==> src/rtl/pipe3_pkg.sv <==
package pipe3_pkg;

    // Branch offset occupies everything below the PC-destination bit.
    localparam int OFF_W = 27;

    typedef enum logic [1:0] {
        CLS_ALU    = 2'd0,
        CLS_LOAD   = 2'd1,
        CLS_STORE  = 2'd2,
        CLS_BRANCH = 2'd3
    } ins_cls_e;

    typedef enum logic [1:0] {
        CND_ALWAYS = 2'd0,
        CND_NEVER  = 2'd1,
        CND_ZSET   = 2'd2,
        CND_ZCLR   = 2'd3
    } ins_cnd_e;

    typedef enum logic {
        ST_RUN  = 1'b0,
        ST_DATA = 1'b1
    } seq_st_e;

    typedef struct packed {
        ins_cnd_e         cnd;
        ins_cls_e         cls;
        logic             wr_pc;
        logic [OFF_W-1:0] off;
    } ins_dec_t;

endpackage

==> src/rtl/pipe3_decode.sv <==
module pipe3_decode
    import pipe3_pkg::*;
#(
    parameter int IW = 32
) (
    input  logic [IW-1:0] ir,
    output ins_dec_t      dec
);

    localparam int CND_MSB = IW - 1;
    localparam int CLS_MSB = IW - 3;
    localparam int WRPC_B  = IW - 5;

    always_comb begin
        dec.cnd   = ins_cnd_e'(ir[CND_MSB -: 2]);
        dec.cls   = ins_cls_e'(ir[CLS_MSB -: 2]);
        dec.wr_pc = ir[WRPC_B] && (ir[CLS_MSB -: 2] == 2'b00);
        dec.off   = ir[OFF_W-1:0];
    end

endmodule

==> src/rtl/pipe3_fetch.sv <==
module pipe3_fetch #(
    parameter int AW = 32,
    parameter int IW = 32
) (
    input  logic          clk,
    input  logic          rst_n,
    input  logic          go,
    input  logic          redirect,
    input  logic [AW-1:0] target,
    output logic [AW-1:0] pc
);

    localparam logic [AW-1:0] STEP = AW'(IW / 8);

    always_ff @(posedge clk or negedge rst_n) begin
        if (!rst_n) begin
            pc <= '0;
        end else if (redirect) begin
            pc <= target;
        end else if (go) begin
            pc <= pc + STEP;
        end
    end

endmodule

==> src/rtl/pipe3_ctl.sv <==
module pipe3_ctl
    import pipe3_pkg::*;
(
    input  logic     clk,
    input  logic     rst_n,
    input  logic     e_valid,
    input  ins_cnd_e e_cnd,
    input  ins_cls_e e_cls,
    input  logic     e_wr_pc,
    input  logic     flag_z,
    output seq_st_e  st,
    output logic     cond_ok,
    output logic     start_mem,
    output logic     take_jump,
    output logic     retire,
    output logic     in_data
);

    seq_st_e st_nx;
    logic    is_mem;
    logic    is_jump;

    // State register
    always_ff @(posedge clk or negedge rst_n) begin
        if (!rst_n) begin
            st <= ST_RUN;
        end else begin
            st <= st_nx;
        end
    end

    // Outputs and next state
    always_comb begin
        unique case (e_cnd)
            CND_ALWAYS: cond_ok = 1'b1;
            CND_NEVER:  cond_ok = 1'b0;
            CND_ZSET:   cond_ok = flag_z;
            CND_ZCLR:   cond_ok = !flag_z;
        endcase
        is_mem    = (e_cls == CLS_LOAD) || (e_cls == CLS_STORE);
        is_jump   = (e_cls == CLS_BRANCH) || ((e_cls == CLS_ALU) && e_wr_pc);
        start_mem = 1'b0;
        take_jump = 1'b0;
        retire    = 1'b0;
        in_data   = 1'b0;
        st_nx     = st;
        unique case (st)
            ST_RUN: begin
                start_mem = e_valid && cond_ok && is_mem;
                take_jump = e_valid && cond_ok && is_jump;
                retire    = e_valid && !start_mem;
                st_nx     = start_mem ? ST_DATA : ST_RUN;
            end
            ST_DATA: begin
                in_data = 1'b1;
                retire  = 1'b1;
                st_nx   = ST_RUN;
            end
        endcase
    end

    // the data cycle never repeats
    p_data_single_r4: assert property (@(posedge clk) disable iff (!rst_n)
        (st == ST_DATA) |=> (st == ST_RUN));

endmodule

==> src/rtl/pipe3_seq.sv <==
module pipe3_seq
    import pipe3_pkg::*;
#(
    parameter int AW = 32,
    parameter int IW = 32
) (
    input  logic          clk,
    input  logic          rst_n,
    output logic [AW-1:0] mem_addr,
    output logic          mem_data_cyc,
    output logic          mem_we,
    input  logic [IW-1:0] mem_rdata,
    input  logic [AW-1:0] exe_result,
    input  logic          flag_z,
    output logic          fetch_valid,
    output logic          dec_valid,
    output logic          exe_valid,
    output logic          stall,
    output logic          flush,
    output logic          exe_retire,
    output logic [AW-1:0] exe_pc_read
);

    localparam int            STEP   = IW / 8;
    localparam int            SH     = $clog2(STEP);
    localparam int            SEXT_W = AW - OFF_W - SH;
    localparam logic [AW-1:0] AHEAD  = AW'(2 * STEP);

    // Stage state
    logic [AW-1:0] f_pc;
    logic          d_valid;
    logic [AW-1:0] d_pc;
    logic          d_fresh;
    logic [IW-1:0] d_ir_q;
    logic [IW-1:0] d_ir;
    ins_dec_t      d_dec;
    logic          e_valid;
    logic [AW-1:0] e_pc;
    ins_dec_t      e_dec;
    logic [AW-1:0] data_addr_q;
    logic          data_we_q;

    // Control
    seq_st_e       st;
    logic          cond_ok;
    logic          start_mem;
    logic          take_jump;
    logic          retire;
    logic          in_data;
    logic [AW-1:0] br_off;
    logic [AW-1:0] jump_tgt;

    // Decode word: straight from the port in the cycle after its fetch,
    // otherwise the copy kept while the port carried other traffic.
    assign d_ir = d_fresh ? mem_rdata : d_ir_q;

    pipe3_decode #(.IW(IW)) u_decode (
        .ir  (d_ir),
        .dec (d_dec)
    );

    pipe3_ctl u_ctl (
        .clk       (clk),
        .rst_n     (rst_n),
        .e_valid   (e_valid),
        .e_cnd     (e_dec.cnd),
        .e_cls     (e_dec.cls),
        .e_wr_pc   (e_dec.wr_pc),
        .flag_z    (flag_z),
        .st        (st),
        .cond_ok   (cond_ok),
        .start_mem (start_mem),
        .take_jump (take_jump),
        .retire    (retire),
        .in_data   (in_data)
    );

    always_comb begin
        br_off = {{SEXT_W{e_dec.off[OFF_W-1]}}, e_dec.off, {SH{1'b0}}};
        if (e_dec.cls == CLS_BRANCH) begin
            jump_tgt = e_pc + AHEAD + br_off;
        end else begin
            jump_tgt = {exe_result[AW-1:SH], {SH{1'b0}}};
        end
    end

    pipe3_fetch #(.AW(AW), .IW(IW)) u_fetch (
        .clk      (clk),
        .rst_n    (rst_n),
        .go       (!start_mem),
        .redirect (take_jump),
        .target   (jump_tgt),
        .pc       (f_pc)
    );

    // Decode stage register
    always_ff @(posedge clk or negedge rst_n) begin
        if (!rst_n) begin
            d_valid <= 1'b0;
            d_pc    <= '0;
            d_fresh <= 1'b0;
            d_ir_q  <= '0;
        end else if (take_jump) begin
            d_valid <= 1'b0;
            d_fresh <= 1'b0;
        end else if (start_mem) begin
            d_fresh <= 1'b0;
            d_ir_q  <= d_ir;
        end else begin
            d_valid <= 1'b1;
            d_pc    <= f_pc;
            d_fresh <= !in_data;
            d_ir_q  <= mem_rdata;
        end
    end

    // Execute stage register and captured data address
    always_ff @(posedge clk or negedge rst_n) begin
        if (!rst_n) begin
            e_valid     <= 1'b0;
            e_pc        <= '0;
            e_dec       <= '0;
            data_addr_q <= '0;
            data_we_q   <= 1'b0;
        end else if (take_jump) begin
            e_valid <= 1'b0;
        end else if (start_mem) begin
            data_addr_q <= exe_result;
            data_we_q   <= (e_dec.cls == CLS_STORE);
        end else begin
            e_valid <= d_valid;
            e_pc    <= d_pc;
            e_dec   <= d_dec;
        end
    end

    assign mem_addr     = in_data ? data_addr_q : f_pc;
    assign mem_data_cyc = in_data;
    assign mem_we       = in_data && data_we_q;
    assign fetch_valid  = !in_data;
    assign dec_valid    = d_valid;
    assign exe_valid    = e_valid;
    assign stall        = start_mem || in_data;
    assign flush        = take_jump;
    assign exe_retire   = retire;
    assign exe_pc_read  = e_pc + AHEAD;

    // Cycles since reset, saturating, for the start-up check
    logic [1:0] since_rst;
    always_ff @(posedge clk or negedge rst_n) begin
        if (!rst_n) begin
            since_rst <= 2'd0;
        end else if (since_rst != 2'd3) begin
            since_rst <= since_rst + 2'd1;
        end
    end

    p_reset_bubbles_r1: assert property (@(posedge clk) disable iff (!rst_n)
        (since_rst < 2'd2) |-> !exe_valid);

    p_data_addr_r4: assert property (@(posedge clk) disable iff (!rst_n)
        start_mem |=> (mem_data_cyc && (mem_addr == $past(exe_result))));

    p_hold_r5: assert property (@(posedge clk) disable iff (!rst_n)
        mem_data_cyc |-> ($stable(d_pc) && $stable(e_pc) && $stable(f_pc)));

    p_flush_refill_r6: assert property (@(posedge clk) disable iff (!rst_n)
        flush |=> (!dec_valid && !exe_valid && (mem_addr == $past(jump_tgt))));

    p_two_ahead_r8: assert property (@(posedge clk) disable iff (!rst_n)
        exe_valid |-> (exe_pc_read == f_pc));

    p_fail_quiet_r9: assert property (@(posedge clk) disable iff (!rst_n)
        (exe_valid && !mem_data_cyc && !cond_ok) |=> !mem_data_cyc);

endmodule

==> config.mk <==
export PLATFORM = sky130hd
export DESIGN_NAME = pipe3_seq
export DESIGN_NICKNAME = d
export VERILOG_FILES = /design/src/rtl/pipe3_pkg.sv /design/src/rtl/pipe3_decode.sv /design/src/rtl/pipe3_fetch.sv /design/src/rtl/pipe3_ctl.sv /design/src/rtl/pipe3_seq.sv
export SDC_FILE = /design/constraint.sdc
export NUM_CORES = 1
export LEC_CHECK = 0
export BUFFER_PORTS_ARGS = -buffer_cell sky130_fd_sc_hd__buf_2
export CAP_MARGIN = 10
export CORE_UTILIZATION = 50
export CTS_CLUSTER_DIAMETER = 30
export DETAILED_ROUTE_END_ITERATION = 12
export PLACE_DENSITY = 0.7
export SYNTH_ARGS = -nofsm -noshare
export SYNTH_HDL_FRONTEND = slang
export SYNTH_SLANG_ARGS = --single-unit
==> constraint.sdc <==
create_clock -name clk -period 9.4 [get_ports clk]
set_input_delay 0.47 -clock clk [delete_from_list [all_inputs] [get_ports clk]]
set_output_delay 0.47 -clock clk [all_outputs]
set_load 0.05 [all_outputs]
== Yosys cells after proc, flatten, opt, wreduce, memory -nomap -nowiden ==
Cells that the tools add are included.
Word-level totals
  register bits after elaboration: 197
  bits in latches: 0
  bits in writable memories: 0
  ROM bits: 0
  input port bits: 67
  output and inout port bits: 72
  logic and storage cells: 64
  memories: 0
Operators by class
  add/sub/neg operators: 3
  $mul: 0
  divide/modulo/power cells: 0
  magnitude comparators: 0
  equality and inequality tests: 7
  shift-type cells: 0
  mux-type cells: 19
  bitwise gates (word level): 3
  reductions and logical operators: 18
Operators by type and width (number)
  2-to-1 mux 32 bit: 6
  adder 32 x 3 -> 32 bit, second input constant: 1
  adder 32 bit: 1
  adder 32 x 4 -> 32 bit, second input constant: 1
  2-to-1 mux 1 bit: 10
  == test 2 bit, second input constant: 4
  logical AND 1 bit: 7
  zero test 2 bit: 3
  == test 2 x 1 -> 1 bit, second input constant: 2
  one-hot mux 1 bit (2 select lines): 2
  one-hot mux 1 bit (4 select lines): 1
  AND reduction 2 bit: 2
  zero test 1 bit: 3
  logical OR 1 bit: 3
  NOT 1 bit: 3
  inequality test 2 bit, second input constant: 1

== Longest topological paths before layout ==
  word-level depth: 7
  gate-level depth with buffers: 17
  gate-level depth less buffers: 16

== Modules after synthesis ==
Synthesis repeated with hierarchy kept, for this count alone.
Second synthesis, totals
  cell total of the unflattened synthesis: 1065
  area, all modules: 11602.4 µm²
By module, submodules not included
  pipe3_seq: instances 1, cells an instance 819, area an instance 9401.5 µm², sequential area each 4103.9 µm²
  pipe3_fetch: instances 1, cells an instance 200, area an instance 1820.5 µm², sequential area each 800.8 µm²
  pipe3_decode: instances 1, cells an instance 32, area an instance 245.2 µm², sequential area each 0.0 µm²
  pipe3_ctl: instances 1, cells an instance 14, area an instance 135.1 µm², sequential area each 25.0 µm²

== Worst setup path after synthesis ==
No wires, ideal clock.
  path kind: register to register
  from: register e_pc[8]
  to: register u_fetch.pc[31]
  library setup time: 65 ps
  arrival time: 4011 ps
  required time: 9335 ps
  slack: 5324 ps
  cell stages (with the launch flop): 18
  path buffers: 1
  clock period less this slack: 4076 ps
  cell sequence: dfrtp_1 and4_4 nand4_2 nor2_1 and3_1 nand3_1 xnor2_1 ha_1 clkbuf_1 a21o_1 a21o_1 a21oi_1 o21a_1 nand2_1 o211ai_1 a21oi_1 a2111o_1 nand2_1
On the way
  longest elaborated chain between the ends: 4
RTL lines
  start, declared: RTL line pipe3_seq.sv:38  | logic [AW-1:0] e_pc;
  start signal, assigned: RTL line pipe3_seq.sv:132  | e_pc <= d_pc;
  adder 32 x 4 -> 32 bit
  via exe_pc_read[20]: RTL line pipe3_seq.sv:21  | output logic [AW-1:0] exe_pc_read
  adder 32 bit: RTL line pipe3_seq.sv:81  | jump_tgt = e_pc + AHEAD + br_off;
  2-to-1 mux 32 bit: RTL line pipe3_seq.sv:80  | if (e_dec.cls == CLS_BRANCH) begin
  2-to-1 mux 32 bit: RTL line pipe3_fetch.sv:18  | end else if (redirect) begin
  end signal, assigned: RTL line pipe3_fetch.sv:19  | pc <= target;
  end signal, assigned: RTL line pipe3_fetch.sv:21  | pc <= pc + STEP;
  end, declared: RTL line pipe3_fetch.sv:10  | output logic [AW-1:0] pc
The timed path passes the listed nets, and every way through them passes these cells.
A chain may end at the register's enable or synchronous reset.

== Final worst setup path ==
  from: register e_pc[9]
  to: register u_fetch.pc[29]
On the way
  longest elaborated chain between the ends: 4
RTL lines (RTL line)
  adder 32 x 4 -> 32 bit: pipe3_seq.sv:81
  adder 32 bit: pipe3_seq.sv:81
  2-to-1 mux 32 bit: pipe3_seq.sv:80
  2-to-1 mux 32 bit: pipe3_fetch.sv:18
No other way between the ends.

==> impl_summary.md <==
STA
Clock skew on the completed layout was measured at 0.0116 ns. The final critical path time including I/O delays and setup is 3.76 ns. Adding up every negative setup slack in the final design gives 0 ns. Of the available clock period, the critical path in the final layout requires 0.400. Setup violations remaining at the end of the flow were counted as 0.

The worst-margin pin slew is 1.20 ns. The top achievable clock speed is 0.266 GHz. The max-slew violation count is 0. Setup repair after global routing left no endpoint under its margin.

The relative max-transition margin is 0.196. The number of failing hold endpoints at the final stage is 0.

Logic synthesis
The most instantiated library cell after synthesis is nand2_1. Of the post-synthesis cell area, the dominant cell type holds 0.444. Counting instances in the post-synthesis netlist gives the leading cell types as 374 x nand2_1, 197 x dfrtp_1, 74 x a21oi_1, 60 x nor2_1, 55 x o21ai_1. The post-synthesis sequential area ratio is 0.444. The async set or reset register ratio after synthesis is 1.00. A synthesized cell averages 8.77 um2. The number of enable-type register cells in the synthesized netlist is 0. After synthesis the cells add up to 11100 um2. Synthesis handed over a netlist of 1264 instances.

The cell type with the highest aggregate area in the netlist is dfrtp_1. For this run, the leading register cell type out of synthesis is dfrtp_1. Yosys printed 0 warnings. By area the synthesized netlist is led by dfrtp_1 44%, nand2_1 13%, ha_1 4.4%. The count of cell types in the netlist is 64.

The net count after synthesis is 1371. The register bit total from synthesis is 197.

Global routing
The global route total overflow is 0. In the global route stage, overall resource usage came out at 0.256. The met3 routing resource usage after global routing is 0.0446. The global routing usage on met1 is 0.403. The number of antenna violations at the first check in global routing is 1. The pin count of the biggest net entering global routing is 121. The first global-routing pass estimated 45000 um of wire.

The layer flagged by global routing as most heavily used is met1. The number of global-route vias before repair came to 8368. For met2 alone, demand over resource in global routing was 0.358.

Clock network
The CTS tree is done. The number of buffers created by CTS is 17. CTS placed an instance of clkbuf_16 at the clock tree root. After clock tree synthesis, the clock-pin slew on the worst setup and hold paths is 0.08 ns. The post-cts sizing count is 0. The maximum buffer depth of the clock tree is 2.

The number of setup buffers added after CTS is 0. The CTS H-tree depth is 4. The number of clock sinks is 197. The later pin in the worst-skew pair is clocked with a latency of 0.44 ns. Buffers inserted to repair hold after CTS numbered 0.

Outcome
The run finished with clean final reports.

Drt
The detailed-routing iteration count for the pre-antenna-repair pass is 7. The count of unresolved DRC violations after routing is 0. The mean number of vias per cell is 5.54. The number of DRC markers in iteration 0 is 678.

The routed wire length is 28300 um. The number of vias after detailed routing is 9156. The detail-routed net length per standard cell is 17.2 um. The count of nets left with antenna violations once routing finished came out at 0.

Worst setup path
The beginning of the worst register-to-register path is e_pc[9]$_DFFE_PN0P_. The peak per-stage delay on the critical path is 0.47 ns. On the critical path, the stage with the largest delay is an instance of dfrtp_1. Data on the critical path is required at its endpoint by 9.71 ns. The count of buffering cells on the critical path with inverters included is 0. Measured in cells, the most critical reg-to-reg path has a length of 15.

The type of the setup path with the least slack is flop to flop. The end of the worst register-to-register path is u_fetch.pc[29]$_DFFE_PN0N_. Traced cell by cell, the critical path runs through and4_4 -> nand4_2 -> nor2_1 -> and3_1 -> nand2_1 -> nor2_1 -> xor2_1 -> ha_1 -> a21o_1 -> a21oi_1 -> nor3b_1 -> a221oi_2 -> a211oi_1 -> xor2_1 -> o21ai_1.

The worst setup path is launched from a flop. Along the worst path, the maximum fanout reaches 5. The register-to-register path setup slack is 5.64 ns.

The worst setup path is captured at a flop. Grouping stages by cell kind, the critical path spends the most delay in simple AND/OR/NAND/NOR gates. At the worst endpoint, the arrival time is 4.07 ns.

Floorplanning
From bottom edge to top edge, the die measures 151 um. The number of core rows is 54. The standard cell core area is 21800 um2. The count of boundary I/O pins is 139. The initial core utilization is 0.510. The horizontal die dimension is 151 um. The die covers 22800 um2.

Job
The tool flagged a number of max-cap violations equal to 0.

Placement
Detailed placement finished with a half-perimeter wire length of 19600 um. The count of buffers inserted at the top-level ports is 138. At the end of routability-driven placement, the weighted congestion stood at 0.869.

Cells and area
The number of antenna repair diodes is 0. The number of nets in the layout is 1466. The share of layout cells above drive strength 1 is 0.164. The fraction of the core area covered by cells at the end of the flow is 0.575. Relative to the synthesized area, the layout overhead comes to 12.8%.

Hold path
The worst hold-check path type is input pin to async pin.
## how the worst max path moves through the flow
stage | cells after the start | start | slack, ns | endpoint
final | 15 | e_pc[9]$_DFFE_PN0P_ | 5.64 | u_fetch.pc[29]$_DFFE_PN0N_
after global routing | 14 | e_pc[4]$_DFFE_PN0P_ | 5.34 | u_fetch.pc[29]$_DFFE_PN0N_
after CTS | 15 | e_pc[9]$_DFFE_PN0P_ | 5.68 | u_fetch.pc[29]$_DFFE_PN0N_
after detailed placement | 15 | e_pc[8]$_DFFE_PN0P_ | 5.71 | u_fetch.pc[29]$_DFFE_PN0N_
after global placement | 15 | e_pc[8]$_DFFE_PN0P_ | 5.73 | u_fetch.pc[29]$_DFFE_PN0N_
after floorplan | 17 | e_pc[8]$_DFFE_PN0P_ | 5.32 | u_fetch.pc[31]$_DFFE_PN0N_
## kinds of logic after synthesis
group,count (synthesis),synth area share
buffers and inverters,91,0.0340
xor gates and xnor gates,53,0.0425
muxes,101,0.0981
DFF,197,0.444
AOI/OAI and AO/OA,234,0.125
adders and majority gates,40,0.0458
and+or+nand+nor,548,0.210
## placed cells by master (no fill, tap or decap), types with 12 or more instances in the layout
cell and instances:
xor2_1 18, mux2_1 30, mux2_2 32, buf_2 137, o21ai_0 28, a31oi_1 12
ha_1 39, nand2_1 372, mux2i_1 39, a21oi_1 74, xnor2_1 34, nor2_1 59
clkbuf_16 17, nand3_1 33, o21ai_1 54, a21o_1 13, inv_1 19, dfrtp_1 196
nand4_1 12, nor3_1 16
## cell type report
class	instances	area, um2
tap	280	350
sequential	197	4930
clock buffer	19	443
timing repair buffer	147	767
clock inverter	13	140
inverter	20	75.1
fill	2001	9240
multi-input combinational	976	5810
## layer usage
metal  vias up  share of wire
met4         2          0.013
met1      4332           0.51
met3        26          0.063
met5         -        0.00049
li1       4511              -
met2       285           0.42
## sequential cells by signal, summed over array words and instances (netlist names), 5 cells and up
register     count
u_fetch.pc      32
e_pc            32
d_pc            32
e_dec            5
br_off          27
d_ir_q          32
data_addr_q     32
## metrics by stage
step	area, um2	setup WS (ns)	std cells	hold slack (ns)
global placement	11900	5.73	1620	0.451
finish	12500	5.64	1652	0.172
CTS	12500	5.68	1652	0.210
detailed placement	11900	5.71	1620	0.455
floorplan	11100	5.32	1264	0.174
global route	12500	5.34	1652	0.235
## worst reg2reg max path: cells and delay by family (launching register included)
kind	cells	cell delay, ns
AND/OR/NAND/NOR	7	1.42
AO/OA/AOI/OAI	5	0.87
XOR/XNOR	2	0.52
flip-flops	1	0.47
adder cells (fa/ha/maj)	1	0.34
Power is left out: the tool's default activity adds up to more than one toggle a clock period on the data nets, which glitch-free logic cannot reach.
